**src/rtl/ser_regif_pkg.sv**
```systemverilog
package ser_regif_pkg;
  localparam int AW = 4;

  typedef enum logic [AW-1:0] {
    OFS_TX_CTRL   = 4'h0,
    OFS_TX_DMA    = 4'h1,
    OFS_RX_CTRL   = 4'h2,
    OFS_DOUT      = 4'h7,
    OFS_STAT_CLR  = 4'h8,
    OFS_STAT_PEEK = 4'h9,
    OFS_IRQ_MASK  = 4'hB,
    OFS_IRQ_ACK   = 4'hC,
    OFS_IRQ_RAW   = 4'hD,
    OFS_IRQ_MSKD  = 4'hE
  } reg_ofs_e;

  localparam int DAV_BIT     = 16;
  localparam int TX_IDLE_BIT = 22;
  localparam int TX_RDY_BIT  = 24;
  localparam int TX_IRQ_BIT  = 0;
  localparam int RX_IRQ_BIT  = 3;

  localparam int N_PLAIN = 4;
  localparam int IDX_TX_CTRL = 0;
  localparam int IDX_TX_DMA  = 1;
  localparam int IDX_RX_CTRL = 2;
  localparam int IDX_DOUT    = 3;
endpackage

```
**src/rtl/ser_stat_reg.sv**
```systemverilog
module ser_stat_reg
  import ser_regif_pkg::*;
#(
  parameter int DW = 32,
  parameter int BW = 8
) (
  input  logic          clk_i,
  input  logic          rst_ni,
  input  logic          rd_clr_i,
  input  logic          rx_i,
  input  logic [BW-1:0] rx_data_i,
  output logic [DW-1:0] stat_o
);
  logic [BW-1:0] byte_q;
  logic          dav_q;

  // rx applied after the clearing read so a colliding byte is kept
  always_ff @(posedge clk_i or negedge rst_ni) begin
    if (!rst_ni) begin
      byte_q <= '0;
      dav_q  <= 1'b0;
    end else if (rx_i) begin
      byte_q <= rx_data_i;
      dav_q  <= 1'b1;
    end else if (rd_clr_i) begin
      dav_q  <= 1'b0;
    end
  end

  always_comb begin
    stat_o              = '0;
    stat_o[BW-1:0]      = byte_q;
    stat_o[DAV_BIT]     = dav_q;
    stat_o[TX_IDLE_BIT] = 1'b1;
    stat_o[TX_RDY_BIT]  = 1'b1;
  end

  a_r3_clear_dav: assert property (@(posedge clk_i) disable iff (!rst_ni)
    (rd_clr_i && !rx_i) |=> !stat_o[DAV_BIT]);
  a_r5_rx_latch: assert property (@(posedge clk_i) disable iff (!rst_ni)
    rx_i |=> (stat_o[DAV_BIT] && stat_o[BW-1:0] == $past(rx_data_i)));
  a_r3_no_clear_keep: assert property (@(posedge clk_i) disable iff (!rst_ni)
    (!rd_clr_i && !rx_i) |=> $stable(stat_o));
endmodule

```
**src/rtl/ser_irq_ctrl.sv**
```systemverilog
module ser_irq_ctrl
  import ser_regif_pkg::*;
#(
  parameter int DW = 32
) (
  input  logic          clk_i,
  input  logic          rst_ni,
  input  logic          mask_we_i,
  input  logic          ack_we_i,
  input  logic [DW-1:0] wdata_i,
  input  logic          tx_set_i,
  input  logic          rx_set_i,
  output logic [DW-1:0] raw_o,
  output logic [DW-1:0] mask_o,
  output logic [DW-1:0] masked_o,
  output logic          irq_o
);
  logic [DW-1:0] raw_q, mask_q, masked_q;
  logic [DW-1:0] raw_acc, raw_n, mask_n;
  logic          irq_q;

  always_comb begin
    raw_acc = raw_q;
    if (tx_set_i) raw_acc[TX_IRQ_BIT] = 1'b1;
    if (ack_we_i) raw_acc = raw_acc & ~wdata_i;
    raw_n = raw_acc;
    if (rx_set_i) raw_n[RX_IRQ_BIT] = 1'b1;
    mask_n = mask_we_i ? wdata_i : mask_q;
  end

  always_ff @(posedge clk_i or negedge rst_ni) begin
    if (!rst_ni) begin
      raw_q    <= '0;
      mask_q   <= '0;
      masked_q <= '0;
      irq_q    <= 1'b0;
    end else begin
      raw_q    <= raw_n;
      mask_q   <= mask_n;
      masked_q <= raw_n & mask_n;
      irq_q    <= |(raw_n & mask_n);
    end
  end

  assign raw_o    = raw_q;
  assign mask_o   = mask_q;
  assign masked_o = masked_q;
  assign irq_o    = irq_q;

  a_r7_masked_view: assert property (@(posedge clk_i) disable iff (!rst_ni)
    masked_q == (raw_q & mask_q));
  a_r7_irq_level: assert property (@(posedge clk_i) disable iff (!rst_ni)
    irq_o == (masked_q != '0));
  a_r6_ack_clears: assert property (@(posedge clk_i) disable iff (!rst_ni)
    (ack_we_i && !rx_set_i) |=> ((raw_q & $past(wdata_i)) == '0));
  a_r9_rx_wins: assert property (@(posedge clk_i) disable iff (!rst_ni)
    rx_set_i |=> raw_q[RX_IRQ_BIT]);
  a_r4_tx_flag: assert property (@(posedge clk_i) disable iff (!rst_ni)
    tx_set_i |=> raw_q[TX_IRQ_BIT]);
endmodule

```
**src/rtl/ser_rd_mux.sv**
```systemverilog
module ser_rd_mux
  import ser_regif_pkg::*;
#(
  parameter int DW = 32
) (
  input  logic          clk_i,
  input  logic          rst_ni,
  input  logic          rd_i,
  input  logic [AW-1:0] addr_i,
  input  logic [DW-1:0] plain_i [N_PLAIN],
  input  logic [DW-1:0] stat_i,
  input  logic [DW-1:0] mask_i,
  input  logic [DW-1:0] raw_i,
  input  logic [DW-1:0] masked_i,
  output logic [DW-1:0] rdata_o
);
  logic [DW-1:0] sel;
  logic [DW-1:0] rdata_q;

  always_comb begin
    unique case (addr_i)
      OFS_TX_CTRL:   sel = plain_i[IDX_TX_CTRL];
      OFS_TX_DMA:    sel = plain_i[IDX_TX_DMA];
      OFS_RX_CTRL:   sel = plain_i[IDX_RX_CTRL];
      OFS_DOUT:      sel = plain_i[IDX_DOUT];
      OFS_STAT_CLR,
      OFS_STAT_PEEK: sel = stat_i;
      OFS_IRQ_MASK:  sel = mask_i;
      OFS_IRQ_RAW:   sel = raw_i;
      OFS_IRQ_MSKD:  sel = masked_i;
      default:       sel = '0;  // ack and unmapped
    endcase
  end

  always_ff @(posedge clk_i or negedge rst_ni) begin
    if (!rst_ni)   rdata_q <= '0;
    else if (rd_i) rdata_q <= sel;
  end

  assign rdata_o = rdata_q;

  a_r2_hold: assert property (@(posedge clk_i) disable iff (!rst_ni)
    !rd_i |=> $stable(rdata_o));
endmodule

```
**src/rtl/ser_regif.sv**
```systemverilog
module ser_regif
  import ser_regif_pkg::*;
#(
  parameter int DW = 32,
  parameter int BW = 8
) (
  input  logic          clk_i,
  input  logic          rst_ni,
  input  logic [AW-1:0] addr_i,
  input  logic          wr_i,
  input  logic [DW-1:0] wdata_i,
  input  logic          rd_i,
  output logic [DW-1:0] rdata_o,
  output logic          irq_o,
  output logic          tx_valid_o,
  output logic [BW-1:0] tx_data_o,
  input  logic          rx_valid_i,
  input  logic [BW-1:0] rx_data_i,
  output logic          rx_ready_o
);
  localparam logic [AW-1:0] PLAIN_OFS [N_PLAIN] =
    '{OFS_TX_CTRL, OFS_TX_DMA, OFS_RX_CTRL, OFS_DOUT};

  logic [DW-1:0] plain_q [N_PLAIN];
  logic [DW-1:0] stat, raw, mask, masked;
  logic          dout_we, mask_we, ack_we, rd_clr;
  logic          tx_valid_q;
  logic [BW-1:0] tx_data_q;

  assign dout_we = wr_i && (addr_i == OFS_DOUT);
  assign mask_we = wr_i && (addr_i == OFS_IRQ_MASK);
  assign ack_we  = wr_i && (addr_i == OFS_IRQ_ACK);
  assign rd_clr  = rd_i && (addr_i == OFS_STAT_CLR);

  for (genvar i = 0; i < N_PLAIN; i++) begin : g_plain
    always_ff @(posedge clk_i or negedge rst_ni) begin
      if (!rst_ni)                               plain_q[i] <= '0;
      else if (wr_i && addr_i == PLAIN_OFS[i])   plain_q[i] <= wdata_i;
    end
  end

  always_ff @(posedge clk_i or negedge rst_ni) begin
    if (!rst_ni) begin
      tx_valid_q <= 1'b0;
      tx_data_q  <= '0;
    end else begin
      tx_valid_q <= dout_we;
      if (dout_we) tx_data_q <= wdata_i[BW-1:0];
    end
  end

  assign tx_valid_o = tx_valid_q;
  assign tx_data_o  = tx_data_q;

  ser_stat_reg #(.DW(DW), .BW(BW)) u_stat (
    .clk_i     (clk_i),
    .rst_ni    (rst_ni),
    .rd_clr_i  (rd_clr),
    .rx_i      (rx_valid_i),
    .rx_data_i (rx_data_i),
    .stat_o    (stat)
  );

  ser_irq_ctrl #(.DW(DW)) u_irq (
    .clk_i     (clk_i),
    .rst_ni    (rst_ni),
    .mask_we_i (mask_we),
    .ack_we_i  (ack_we),
    .wdata_i   (wdata_i),
    .tx_set_i  (dout_we),
    .rx_set_i  (rx_valid_i),
    .raw_o     (raw),
    .mask_o    (mask),
    .masked_o  (masked),
    .irq_o     (irq_o)
  );

  ser_rd_mux #(.DW(DW)) u_rd (
    .clk_i    (clk_i),
    .rst_ni   (rst_ni),
    .rd_i     (rd_i),
    .addr_i   (addr_i),
    .plain_i  (plain_q),
    .stat_i   (stat),
    .mask_i   (mask),
    .raw_i    (raw),
    .masked_i (masked),
    .rdata_o  (rdata_o)
  );

  assign rx_ready_o = plain_q[IDX_RX_CTRL][0] | ~raw[RX_IRQ_BIT];

  a_r4_tx_strobe: assert property (@(posedge clk_i) disable iff (!rst_ni)
    dout_we |=> (tx_valid_o && tx_data_o == $past(wdata_i[BW-1:0])));
  a_r4_tx_single: assert property (@(posedge clk_i) disable iff (!rst_ni)
    !dout_we |=> !tx_valid_o);
  a_r8_ready_when_idle: assert property (@(posedge clk_i) disable iff (!rst_ni)
    (raw[RX_IRQ_BIT] == 1'b0) |-> rx_ready_o);
endmodule

```
**config.mk**
```make
export PLATFORM = sky130hd
export DESIGN_NAME = ser_regif
export DESIGN_NICKNAME = d
export VERILOG_FILES = /design/src/rtl/ser_regif_pkg.sv /design/src/rtl/ser_stat_reg.sv /design/src/rtl/ser_irq_ctrl.sv /design/src/rtl/ser_rd_mux.sv /design/src/rtl/ser_regif.sv
export SDC_FILE = /design/constraint.sdc
export NUM_CORES = 1
export LEC_CHECK = 0
export BUFFER_PORTS_ARGS = -buffer_cell sky130_fd_sc_hd__buf_2
export CELL_PAD_IN_SITES_DETAIL_PLACEMENT = 1
export CELL_PAD_IN_SITES_GLOBAL_PLACEMENT = 1
export CORE_UTILIZATION = 43
export CTS_CLUSTER_DIAMETER = 120
export CTS_CLUSTER_SIZE = 24
export DETAILED_ROUTE_END_ITERATION = 7
export MAX_ROUTING_LAYER = met4
export PLACE_DENSITY_LB_ADDON = 0.1
export RECOVER_POWER = 100
export SYNTH_ARGS = -nofsm -noshare
export SYNTH_HDL_FRONTEND = slang
export SYNTH_SLANG_ARGS = --single-unit
export TNS_END_PERCENT = 10
```
**constraint.sdc**
```tcl
create_clock -name clk_i -period 3.5 [get_ports clk_i]
set_input_delay 0.35 -clock clk_i [delete_from_list [all_inputs] [get_ports clk_i]]
set_output_delay 0.35 -clock clk_i [all_outputs]
set_load 0.01 [all_outputs]
```
==> impl_results.md <==
* CTS Buf Count at 15
* Number of global-route vias before repair at 8773
* Fin Hold WS at 0.0805 ns
* Worst-path fanout max at 27
* Antenna violations before repair at 0
* Post-Route WL at 31.8 mm
* Failing checks: max-capacitance violations, max-slew violations
* First-pass GRT wire length at 50.6 mm
* Slew margin rel. at -27.1%
* Most used cell, CP: clkbuf_1
* Pwr Density at 560 mW/mm^2
* Max-cap violations at 6
* Cell Chain, Critical Path: clkbuf_1, clkbuf_2, nand2_1, clkbuf_1, mux2_2
* Vias per cell at 6.10
* Worst path max stage delay at 1.17 ns
* Final worst slack at 0.418 ns
* Core footprint at 0.0253 sq mm
* Post-synth cell types at 42
* Critical Path End Type: flip-flop
* Tot Pwr at 6.86 mW
* H-tree levels at 1
* Gate Count Post-Synth at 880
* Synthesized cell area at 0.0111 sq mm
* Synth Register Bits at 267
* Final HPWL DP at 19.9 mm
* Avg Cell Area, Syn at 12.6 sq um
* Fin util at 48.4%
* Syn nets at 929
* GRT overflow at 0
* Most frequent cells in the layout: dfrtp_1 (267), mux2_2 (137), a22oi_1 (64)
* # rows at 58
* F_max at 0.324 GHz
* Status: complete, but fails checks
* Final Max Tran Viols at 122
* Critical Path Start Type: input pin
* Area grow syn2layout at 10.1%
* Layout cells sized above 1 at 23.2%
* CTS tree: yes
* Antenna Nets Post-Route at 0
* LEAKAGE at 5.32 nW
* Via count at 7787
* CP max stage cell: clkbuf_1
* Tightest Pin Transition at 1.91 ns
* Die ar. at 0.0265 sq mm
* Fillers at 2679
* Wire per inst at 24.9 microns
* DR iter-0 viols at 680
* I/O Pins at 92
* DRC Markers at 0
* Final setup vio count at 0
* Worst vdd ir at 0.000393 V
* CP required at 3.87 ns
* Final Cycle Share at 88.1%
* GRT Overall Usage at 25.7%
* Clock network latency to the later pin of the worst-skew pair at 0.50 ns
* Critical path arrival at 3.45 ns
* Initial Utilization at 44.0%
* Gpl congestion at 0.807
* DP Worst Slack at 0.271 ns
* # port buffers at 91
* Clock Pin Slew Worst Setup and Hold Paths at 0.10 ns
* Commonest non-fill, non-tap cell in the layout: dfrtp_1
* Diodes inserted at 0
* Critical path class: in -> reg
* Fin crit period at 3.08 ns
* 1st-pass router iterations at 5
* Setup TNS at 0 ns
* HP Class: in -> reg
* Layout Skew at 0.0247 ns
* Pin count of the biggest net entering global routing at 113
* Total clock sinks at 267
* Final Hold Fails at 0
* Seq/Total Area, Yosys at 60.1%
* RSZ-0062 raised after global routing: false
* Die Wd at 163 microns
* Fin nets at 997
* Synth warn at 0
* Root buf cell: clkbuf_16
* Die Y at 163 microns
* Clock Path Buffers at 3
[cell usage after synthesis]
cell type | instances | area [sq um]
nor3b_1 | 1 | 7.51
o21ai_0 | 22 | 110
nand3_1 | 31 | 155
nand2_2 | 2 | 12.5
a21o_1 | 1 | 7.51
buf_2 | 6 | 30.0
nor2b_1 | 2 | 12.5
o22ai_1 | 32 | 200
nand2_1 | 28 | 105
o31ai_1 | 1 | 7.51
a22oi_1 | 64 | 480
xor2_1 | 1 | 8.76
a222oi_1 | 32 | 320
nand2b_1 | 3 | 18.8
a21oi_1 | 32 | 160
inv_1 | 56 | 210
o21a_1 | 1 | 7.51
mux2i_1 | 2 | 20.0
and2_1 | 7 | 43.8
nand4_1 | 1 | 6.26
nor4_1 | 5 | 31.3
or4b_1 | 1 | 10.0
nor4b_1 | 1 | 8.76
or4_1 | 4 | 30.0
a21boi_0 | 9 | 67.6
or2_2 | 1 | 6.26
and3_1 | 22 | 138
mux2_1 | 2 | 22.5
a221oi_1 | 22 | 193
buf_1 | 12 | 45.0
clkbuf_4 | 1 | 7.51
a2bb2oi_1 | 1 | 8.76
and4b_1 | 4 | 40.0
clkbuf_1 | 40 | 150
inv_2 | 2 | 7.51
nor3_1 | 2 | 10.0
nand4b_1 | 1 | 8.76
nor4_4 | 1 | 21.3
nor2_1 | 4 | 15.0
buf_4 | 11 | 82.6
dfrtp_1 | 267 | 6680
mux2_2 | 142 | 1600
[layer usage]
layer | global-route usage [%] | part of all wire (%) | routed length [microns] | up-vias
met5 | - | 0 | 0 | -
li1 | - | - | - | 3394
met4 | 7.39 | 2.6 | 834 | 0
met1 | 33.1 | 44 | 13900 | 4153
met2 | 43.1 | 50 | 16000 | 189
met3 | 2.55 | 3.4 | 1080 | 51
[metrics by stage]
stage	cells	cell area (sq um)
2_1_floorplan	880	11100
3_3_place_gp	1260	12000
3_5_place_dp	1260	12000
4_1_cts	1277	12400
5_1_grt	1277	12200
6_report	1277	12200
[sequential cells by signal (all words and copies together) (netlist names), 8 cells and up]
register and cells:
plain_q 128, u_irq.masked_o 32, u_rd.rdata_o 32, u_irq.mask_o 32, u_irq.raw_o 32, u_stat.byte_q 8
[path summary, 6_finish.rpt]
check	start	end	slack, ns	cells after the start
min in group asynchronous	rst_ni	plain_q[58]	0.50	2
hold reg to reg	plain_q[125]	plain_q[125]	0.51	1
setup reg to reg	u_irq.mask_o[5]	u_irq.irq_o	1.07	5
max in group asynchronous	rst_ni	u_irq.mask_o[3]	0.82	3
hold / removal	rx_data_i[2]	u_stat.byte_q[2]	0.08	2
setup / recovery	wr_i	plain_q[44]	0.42	5
[worst max-delay path, delay by kind of cell]
family	cells	cell delay [ns]
muxes	1	0.44
and+or+nand+nor	1	0.89
buffers and inverters	3	1.76
[report_power, final]
| group | internal [mW] | switching [mW] |
|---|---|---|
| Clock | 0.791 | 1.02 |
| Sequential | 3.65 | 0.315 |
| Combinational | 0.507 | 0.574 |
| Total | 4.95 | 1.91 |
[kinds of logic after synthesis]
kind of cell / Yosys count / synth area share [%]
flops: 267 / 60.1
buf+inv: 128 / 4.80
mux: 146 / 14.8
simple gates: 121 / 6.13
xor+xnor: 1 / 0.0789
compound gates: 217 / 14.1
[cell type report]
type,count,area [sq um],area share [%]
sequential,267,6680,54.6
multi-input combinational,485,3910,32.0
timing repair buffer,121,608,4.97
tap,330,413,3.37
clock buffer,15,375,3.07
inverter,58,218,1.78
clock inverter,1,30.0,0.245
[what timing repair did]
action                                  CTS  global route
hold buffers                              1             0
hold endpoints to repair                107             0
endpoints found under the setup margin    0             0
setup buffers                             0             0
resized for setup                         0             0
No activity file was read; power rests on OpenSTA's default activity.
